## src/rtl/mc_pkg.sv

```systemverilog
package mc_pkg;
  typedef enum logic [1:0] {
    MC_COMB  = 2'd0,
    MC_DFF   = 2'd1,
    MC_TFF   = 2'd2,
    MC_LATCH = 2'd3
  } mc_mode_e;
endpackage

```

## src/rtl/mc_sum_pol.sv

```systemverilog
module mc_sum_pol #(
  parameter int N_PT   = 16,
  parameter bit BURIED = 1'b0
) (
  input  logic [N_PT-1:0] pterm,
  input  logic            invert,
  input  logic            inreg,
  input  logic            nbr_pin,
  output logic            data_o,
  output logic            from_pin_o
);
  logic sum_term;
  logic pol_term;

  always_comb begin
    sum_term   = |pterm;
    pol_term   = sum_term ^ invert;
    from_pin_o = BURIED & inreg;
    data_o     = from_pin_o ? nbr_pin : pol_term;
  end
endmodule

```

## src/rtl/mc_clk_pick.sv

```systemverilog
module mc_clk_pick #(
  parameter int NUM_GCLK = 2,
  parameter int SEL_W    = (NUM_GCLK > 1) ? $clog2(NUM_GCLK) : 1
) (
  input  logic                clk,
  input  logic                rst_n,
  input  logic [NUM_GCLK-1:0] gclk,
  input  logic [SEL_W-1:0]    sel,
  output logic                level_o,
  output logic                rise_o
);
  logic prev_q;
  logic prev_d;

  always_comb begin
    level_o = 1'b0;
    for (int i = 0; i < NUM_GCLK; i++) begin
      if (int'(sel) == i) level_o = gclk[i];
    end
    rise_o = level_o & ~prev_q;
    prev_d = level_o;
  end

  always_ff @(posedge clk or negedge rst_n) begin
    if (!rst_n) prev_q <= 1'b0;
    else        prev_q <= prev_d;
  end

  p_rise_once_r7: assert property (@(posedge clk) disable iff (!rst_n)
    rise_o |=> !rise_o);
endmodule

```

## src/rtl/mc_store.sv

```systemverilog
module mc_store
  import mc_pkg::*;
(
  input  logic     clk,
  input  logic     rst_n,
  input  mc_mode_e mode,
  input  logic     force_d,
  input  logic     level,
  input  logic     rise,
  input  logic     d,
  output logic     q_o
);
  mc_mode_e mode_eff;
  logic     state_q;
  logic     state_d;
  logic     state_en;

  always_comb begin
    mode_eff = (force_d && mode == MC_TFF) ? MC_DFF : mode;
    state_en = 1'b0;
    state_d  = state_q;
    case (mode_eff)
      MC_DFF: begin
        state_en = rise;
        state_d  = d;
      end
      MC_TFF: begin
        state_en = rise & d;
        state_d  = ~state_q;
      end
      MC_LATCH: begin
        state_en = level;
        state_d  = d;
      end
      default: begin
        state_en = 1'b0;
        state_d  = state_q;
      end
    endcase
  end

  always_ff @(posedge clk or negedge rst_n) begin
    if (!rst_n)        state_q <= 1'b0;
    else if (state_en) state_q <= state_d;
  end

  always_comb begin
    case (mode_eff)
      MC_COMB:  q_o = d;
      MC_LATCH: q_o = level ? d : state_q;
      default:  q_o = state_q;
    endcase
  end

  p_dff_hold_r4: assert property (@(posedge clk) disable iff (!rst_n)
    (mode_eff == MC_DFF && !rise) |=> $stable(state_q));
  p_tff_flip_r5: assert property (@(posedge clk) disable iff (!rst_n)
    (mode_eff == MC_TFF && rise && d) |=> (state_q != $past(state_q)));
  p_tff_keep_r5: assert property (@(posedge clk) disable iff (!rst_n)
    (mode_eff == MC_TFF && !d) |=> $stable(state_q));
  p_latch_hold_r6: assert property (@(posedge clk) disable iff (!rst_n)
    (mode_eff == MC_LATCH && !level) |=> $stable(state_q));
endmodule

```

## src/rtl/mc_cell.sv

```systemverilog
module mc_cell
  import mc_pkg::*;
#(
  parameter int N_PT     = 16,
  parameter int NUM_GCLK = 2,
  parameter bit BURIED   = 1'b0,
  localparam int SEL_W   = (NUM_GCLK > 1) ? $clog2(NUM_GCLK) : 1
) (
  input  logic                clk,
  input  logic                rst_n,
  input  logic [NUM_GCLK-1:0] gclk,
  input  logic [N_PT-1:0]     pterm,
  input  logic                nbr_pin,
  input  logic [1:0]          cfg_mode,
  input  logic                cfg_invert,
  input  logic [SEL_W-1:0]    cfg_clk_sel,
  input  logic                cfg_pin_en,
  input  logic                cfg_inreg,
  output logic                fb_out,
  output logic                pin_out,
  output logic                pin_oe
);
  logic     data;
  logic     from_pin;
  logic     level;
  logic     rise;
  logic     cell_q;
  mc_mode_e mode;

  assign mode = mc_mode_e'(cfg_mode);

  mc_sum_pol #(.N_PT(N_PT), .BURIED(BURIED)) i_sum (
    .pterm      (pterm),
    .invert     (cfg_invert),
    .inreg      (cfg_inreg),
    .nbr_pin    (nbr_pin),
    .data_o     (data),
    .from_pin_o (from_pin)
  );

  mc_clk_pick #(.NUM_GCLK(NUM_GCLK), .SEL_W(SEL_W)) i_clk (
    .clk     (clk),
    .rst_n   (rst_n),
    .gclk    (gclk),
    .sel     (cfg_clk_sel),
    .level_o (level),
    .rise_o  (rise)
  );

  mc_store i_store (
    .clk     (clk),
    .rst_n   (rst_n),
    .mode    (mode),
    .force_d (from_pin),
    .level   (level),
    .rise    (rise),
    .d       (data),
    .q_o     (cell_q)
  );

  assign fb_out = cell_q;

  generate
    if (BURIED) begin : g_buried
      logic pin_unused;
      assign pin_unused = cfg_pin_en;
      assign pin_oe     = 1'b0 & pin_unused;
      assign pin_out    = 1'b0;
    end else begin : g_io
      assign pin_oe  = cfg_pin_en;
      assign pin_out = cfg_pin_en & cell_q;
    end
  endgenerate

  p_comb_path_r3: assert property (@(posedge clk) disable iff (!rst_n)
    (mode == MC_COMB) |-> (fb_out == data));
  p_pin_mirror_r8: assert property (@(posedge clk) disable iff (!rst_n)
    pin_oe |-> (pin_out == fb_out));
  p_pin_idle_r8: assert property (@(posedge clk) disable iff (!rst_n)
    !pin_oe |-> !pin_out);
endmodule

```

## config.mk

```make
export PLATFORM = sky130hd
export DESIGN_NAME = mc_cell
export DESIGN_NICKNAME = d
export VERILOG_FILES = /design/src/rtl/mc_pkg.sv /design/src/rtl/mc_sum_pol.sv /design/src/rtl/mc_clk_pick.sv /design/src/rtl/mc_store.sv /design/src/rtl/mc_cell.sv
export SDC_FILE = /design/constraint.sdc
export NUM_CORES = 1
export LEC_CHECK = 0
export BUFFER_PORTS_ARGS = -buffer_cell sky130_fd_sc_hd__buf_2
export CORE_AREA = 5 5 42 44
export DETAILED_ROUTE_END_ITERATION = 8
export DIE_AREA = 0 0 47 49
export RECOVER_POWER = 25
export SETUP_SLACK_MARGIN = 0.3
export SYNTH_ARGS = -nofsm -noshare
export SYNTH_HDL_FRONTEND = slang
export SYNTH_SLANG_ARGS = --single-unit
```

## constraint.sdc

```tcl
create_clock -name clk -period 1.5 [get_ports clk]
set_input_delay 0.225 -clock clk [delete_from_list [all_inputs] [get_ports clk]]
set_output_delay 0.225 -clock clk [all_outputs]
set_load 0.02 [all_outputs]
```

=== After elaboration in Yosys (flattened, before gate mapping) ===
Cells that the tools add are included.

* Bits in registers: 2
* Bits of input ports: 27
* Output and inout port bits: 3
* Logic and storage cells: 21

* Equality and inequality tests: 3
* Bitwise logic cells: 6
* Reductions and logical operators: 5
* Muxes and demuxes: 5

{| class="wikitable"
|+ Operator list
! kind !! count
|-
| $reduce_or A16 Y1 || 1
|-
| $eq A2 B2 Y1 const B || 2
|-
| $pmux W1 S2 || 2
|-
| $and A1 B1 Y1 || 3
|-
| $pmux W1 S3 || 1
|-
| $eq A2 B1 Y1 const B || 1
|-
| $logic_not A2 Y1 || 1
|-
| $mux W1 || 2
|-
| $not A1 Y1 || 2
|-
| $reduce_and A2 Y1 || 1
|-
| $reduce_bool A2 Y1 || 1
|-
| $reduce_or A2 Y1 || 1
|-
| $xor A1 B1 Y1 || 1
|}

=== Depth between registers and ports, before layout ===
* Depth after elaboration: 5
* Depth in mapped cells: 6
* Depth with buffers taken out: 6

=== Hierarchy ===
Synthesis repeated with hierarchy kept, for this count alone.

* Cells, all modules: 34
* Area total of the unflattened synthesis: 312.8 µm²

{| class="wikitable"
|+ By module, submodules not included
! module !! sequential area each (µm²) !! area an instance (µm²) !! times used !! cells each
|-
| mc_store || 25.0 || 187.7 || 1 || 21
|-
| mc_sum_pol || 0.0 || 57.6 || 1 || 8
|-
| mc_clk_pick || 25.0 || 53.8 || 1 || 3
|-
| mc_cell || 0.0 || 13.8 || 1 || 2
|}

=== Least setup slack after synthesis ===
Ideal clock, no wire load.

* Path kind: input-to-output
* Start: in pterm[2]
* End: out pin_out
* Buffers on the path: 0
* Stages on the path: 5
* Path slack: -263 ps
* Data arrival time: 1538 ps
* Data required time: 1275 ps
* Cell sequence: nor4_1 > nand4_1 > xor2_1 > nand4_1 > a21boi_0

* Cells in the longest elaborated chain, start to end: 5

{| class="wikitable"
|+ RTL lines
! element !! line !! source
|-
| start: declaration || mc_cell.sv:12 || <nowiki>input logic [N_PT-1:0] pterm,</nowiki>
|-
| $reduce_or A16 Y1 (*) || mc_sum_pol.sv:16 || <nowiki>sum_term = |pterm;</nowiki>
|-
| $xor A1 B1 Y1 (*) || mc_sum_pol.sv:17 || <nowiki>pol_term = sum_term ^ invert;</nowiki>
|-
| $mux W1 || mc_store.sv:50 || <nowiki>MC_LATCH: q_o = level ? d : state_q;</nowiki>
|-
| $pmux W1 S2 (*) || mc_store.sv:48 || <nowiki>case (mode_eff)</nowiki>
|-
| $and A1 B1 Y1 (*) || mc_cell.sv:71 || <nowiki>assign pin_out = cfg_pin_en & cell_q;</nowiki>
|-
| end: declaration || mc_cell.sv:20 || <nowiki>output logic pin_out,</nowiki>
|}

Mark *: on every way between the ends. The rest lies on a longest branch, timed or not.

=== Worst setup path after layout ===
* Start: in pterm[1]
* End: out pin_out

Same word-level chain as after synthesis.

==> run summary <==
CTS tree - yes
Post-Route WL - 954 µm
Failing checks - negative setup slack
Status - finished with violations
Fin util - 43.5%
Setup CP Type - input port to output port
Post-route ant nets - 0
Detailed Routing Iterations Pass 1 - 4
Max-Cap Viols - 0
Leading area contributor after synthesis - ha_1
Final instance area - 609 µm²
Initial Util - 22.1%
Vias per cell - 4.75
Vias - 413
Period utilization - 109%
DIE AREA - 2300 µm²
Slew @ Worst Pin - 0.237 ns
R2R cell count - 2
Syn Area/Cell - 8.35 µm²
Post-Syn Nets - 69
Main combinational cell family by area after synthesis - compound AO/OA/AOI/OAI gates
Slew Viols, Final - 0
Largest net degree at the start of global routing - 6
Share of cells above drive strength 1 - 57.7%
Met2 wire len - 448 µm
Yosys cell types - 22
DRC errors left - 0
TritonCTS Buffers - 3
Worst Slack Setup Final - -0.139 ns
Clk sinks - 2
Synth area leaders - ha_1, dfrtp_1, inv_1
Boundary Pins - 30
Relative slew slack - 83.7%
Top Metal Used - met4
GRT Total Usage - 9.86%
Core box area - 1400 µm²
RSZ-0062 raised after global routing - true
Main synth FF type - dfrtp_1
Wire length per cell - 11.0 µm
Post-Syn Area - 309 µm²
R2r setup slk - 0.44 ns
Worst Setup Start Kind - input port
Max Fclk - 610 MHz
Post-Synth Simple-Gate Area - 22.3%
Critical path endpoint category - output port
Top post-synthesis cells by count - ha_1, inv_1, nand2_1, nor4_1
Clock skew - 0.000954 ns
EDFF count, synth - 0
Initial antenna violation count - 0
Crit path time final - 1.64 ns
Chip width - 47 µm
Mux cell area share after synthesis - 3.24%
Routed length on met3 - 134 µm
Xor and xnor area share after synthesis - 2.83%
H-tree depth - 1
Synth warnings - 0
Leak Pwr - 0.310 nW
Worst-path fanout max - 3
NumNets Final - 105
Sequential-to-total area share from yosys stat - 16.2%
Peak VDD IR - 0.177 mV
Clk root buf - clkbuf_4
Required time of the critical path - 1.27 ns
Vias in the first global route - 450
Grt total ovfl - 0
Hpwl dp - 870 µm
Synth Instances - 37
Global-route wire length before repair - 1640 µm
Ant diodes - 0
Synth Area in Compound Gates - 26.7%
Register bit total from synthesis - 2
Post-Synth Adder-Cell Area - 20.2%
P&R area growth vs syn - 97.2%
Die height - 49 µm
Std-Cell Rows - 14
Total Power - 0.340 mW
Port Buffer Count - 27
Reg clk slew, reported paths - 0.03 ns
Metal-1 WL - 347 µm
Dpl cell area - 543 µm²
Ys async rst share - 100%
Synth top area share - 20.2%
Final hold violations - 0
PD cells - 558 nW/µm²
CP arrival - 1.41 ns
Iter 0 DRT Violations - 4
Worst skew pair latency - 0.23 ns
GPL Wtd Cong - 0.778
Final setup violation count - 2
Hold WC Path Type - input port to asynchronous set/reset pin
Max clock buf depth - 2
-- through the flow --
| stage | setup WS, ns | setup TNS [ns] | hold WS (ns) | instances |
|---|---|---|---|---|
| finish | -0.139 | -0.251 | 0.316 | 87 |
| global route | -0.218 | -0.430 | 0.321 | 87 |
| CTS | -0.175 | -0.346 | 0.308 | 87 |
| detailed placement | -0.226 | -0.651 | 0.0184 | 83 |
| global placement | -0.205 | -0.551 | 0.00878 | 83 |
| floorplan | 0.0132 | 0 | -0.0706 | 37 |
-- worst max-delay path: stages --
cell,delay [ns]
buf_2,0.11
nor4_4,0.25
nand4_1,0.16
xor2_2,0.22
nand4_1,0.16
a21boi_2,0.14
buf_4,0.14
-- sequential cells by signal, indices dropped and copies added (netlist names) --
signal           flops
i_store.state_q      1
i_clk.prev_q         1
-- per-layer routing --
layer | vias up | GRT usage (%)
met5 | - | 0
met4 | 0 | 7.37
met3 | 4 | 4.43
met2 | 29 | 14.9
met1 | 175 | 10.1
li1 | 205 | -
-- cells by family (layout without fill, tap and decap cells) --
| logic type | count (synthesis) | in the layout |
|---|---|---|
| xor+xnor | 1 | 1 |
| compound gates | 10 | 10 |
| simple gates | 12 | 12 |
| fa+ha+maj | 5 | 5 |
| buf+inv | 6 | 40 |
| flops | 2 | 2 |
| mux | 1 | 1 |
-- power by group --
part	total, mW	internal [mW]	switching, mW
clock network	0.124	0.0885	0.0355
logic	0.149	0.0786	0.0703
registers	0.0669	0.0600	0.00687
-- final timing paths --
path                              endpoint       startpoint
setup reg to reg           i_store.state_q  i_store.state_q
min in group clk              i_clk.prev_q          gclk[0]
hold / removal             i_store.state_q            rst_n
hold reg to reg            i_store.state_q  i_store.state_q
setup / recovery                   pin_out         pterm[1]
max in group asynchronous     i_clk.prev_q            rst_n
-- final cells by class --
cell class | instances | area, µm²
multi-input combinational | 29 | 297
inverter | 5 | 18.8
tap | 16 | 20.0
timing repair buffer | 32 | 201
sequential | 2 | 50.0
clock buffer | 3 | 22.5
fill | 145 | 792
-- timing repair --
action                                  in CTS  in global routing
endpoints found under the setup margin       3                  3
endpoints found under the hold margin        2                  0
buffers inserted                             0                  0
resized for setup                            7                  0
hold buffers                                 1                  0
pin swaps                                    2                  2
-- layout by cell type, fill, tap and decap left out --
| cell | n |
|---|---|
| nor4_4 | 3 |
| clkbuf_1 | 1 |
| a32o_1 | 1 |
| nand4_1 | 2 |
| buf_4 | 5 |
| xor2_2 | 1 |
| a311oi_2 | 1 |
| inv_1 | 5 |
| nor2_1 | 2 |
| buf_2 | 21 |
| dlygate4sd3_1 | 1 |
| dfrtp_1 | 2 |
| mux2i_1 | 1 |
| a31oi_1 | 1 |
| clkbuf_4 | 3 |
| ha_1 | 5 |
| nand2_1 | 3 |
| a21oi_1 | 1 |
| a32oi_2 | 1 |
| a21o_1 | 1 |
| o31a_1 | 1 |
| a211o_1 | 1 |
| a21boi_2 | 1 |
| o21ai_0 | 1 |
| buf_6 | 4 |
| nor4_2 | 1 |
| nand2b_1 | 1 |
Power figures use the tool's default switching activity.
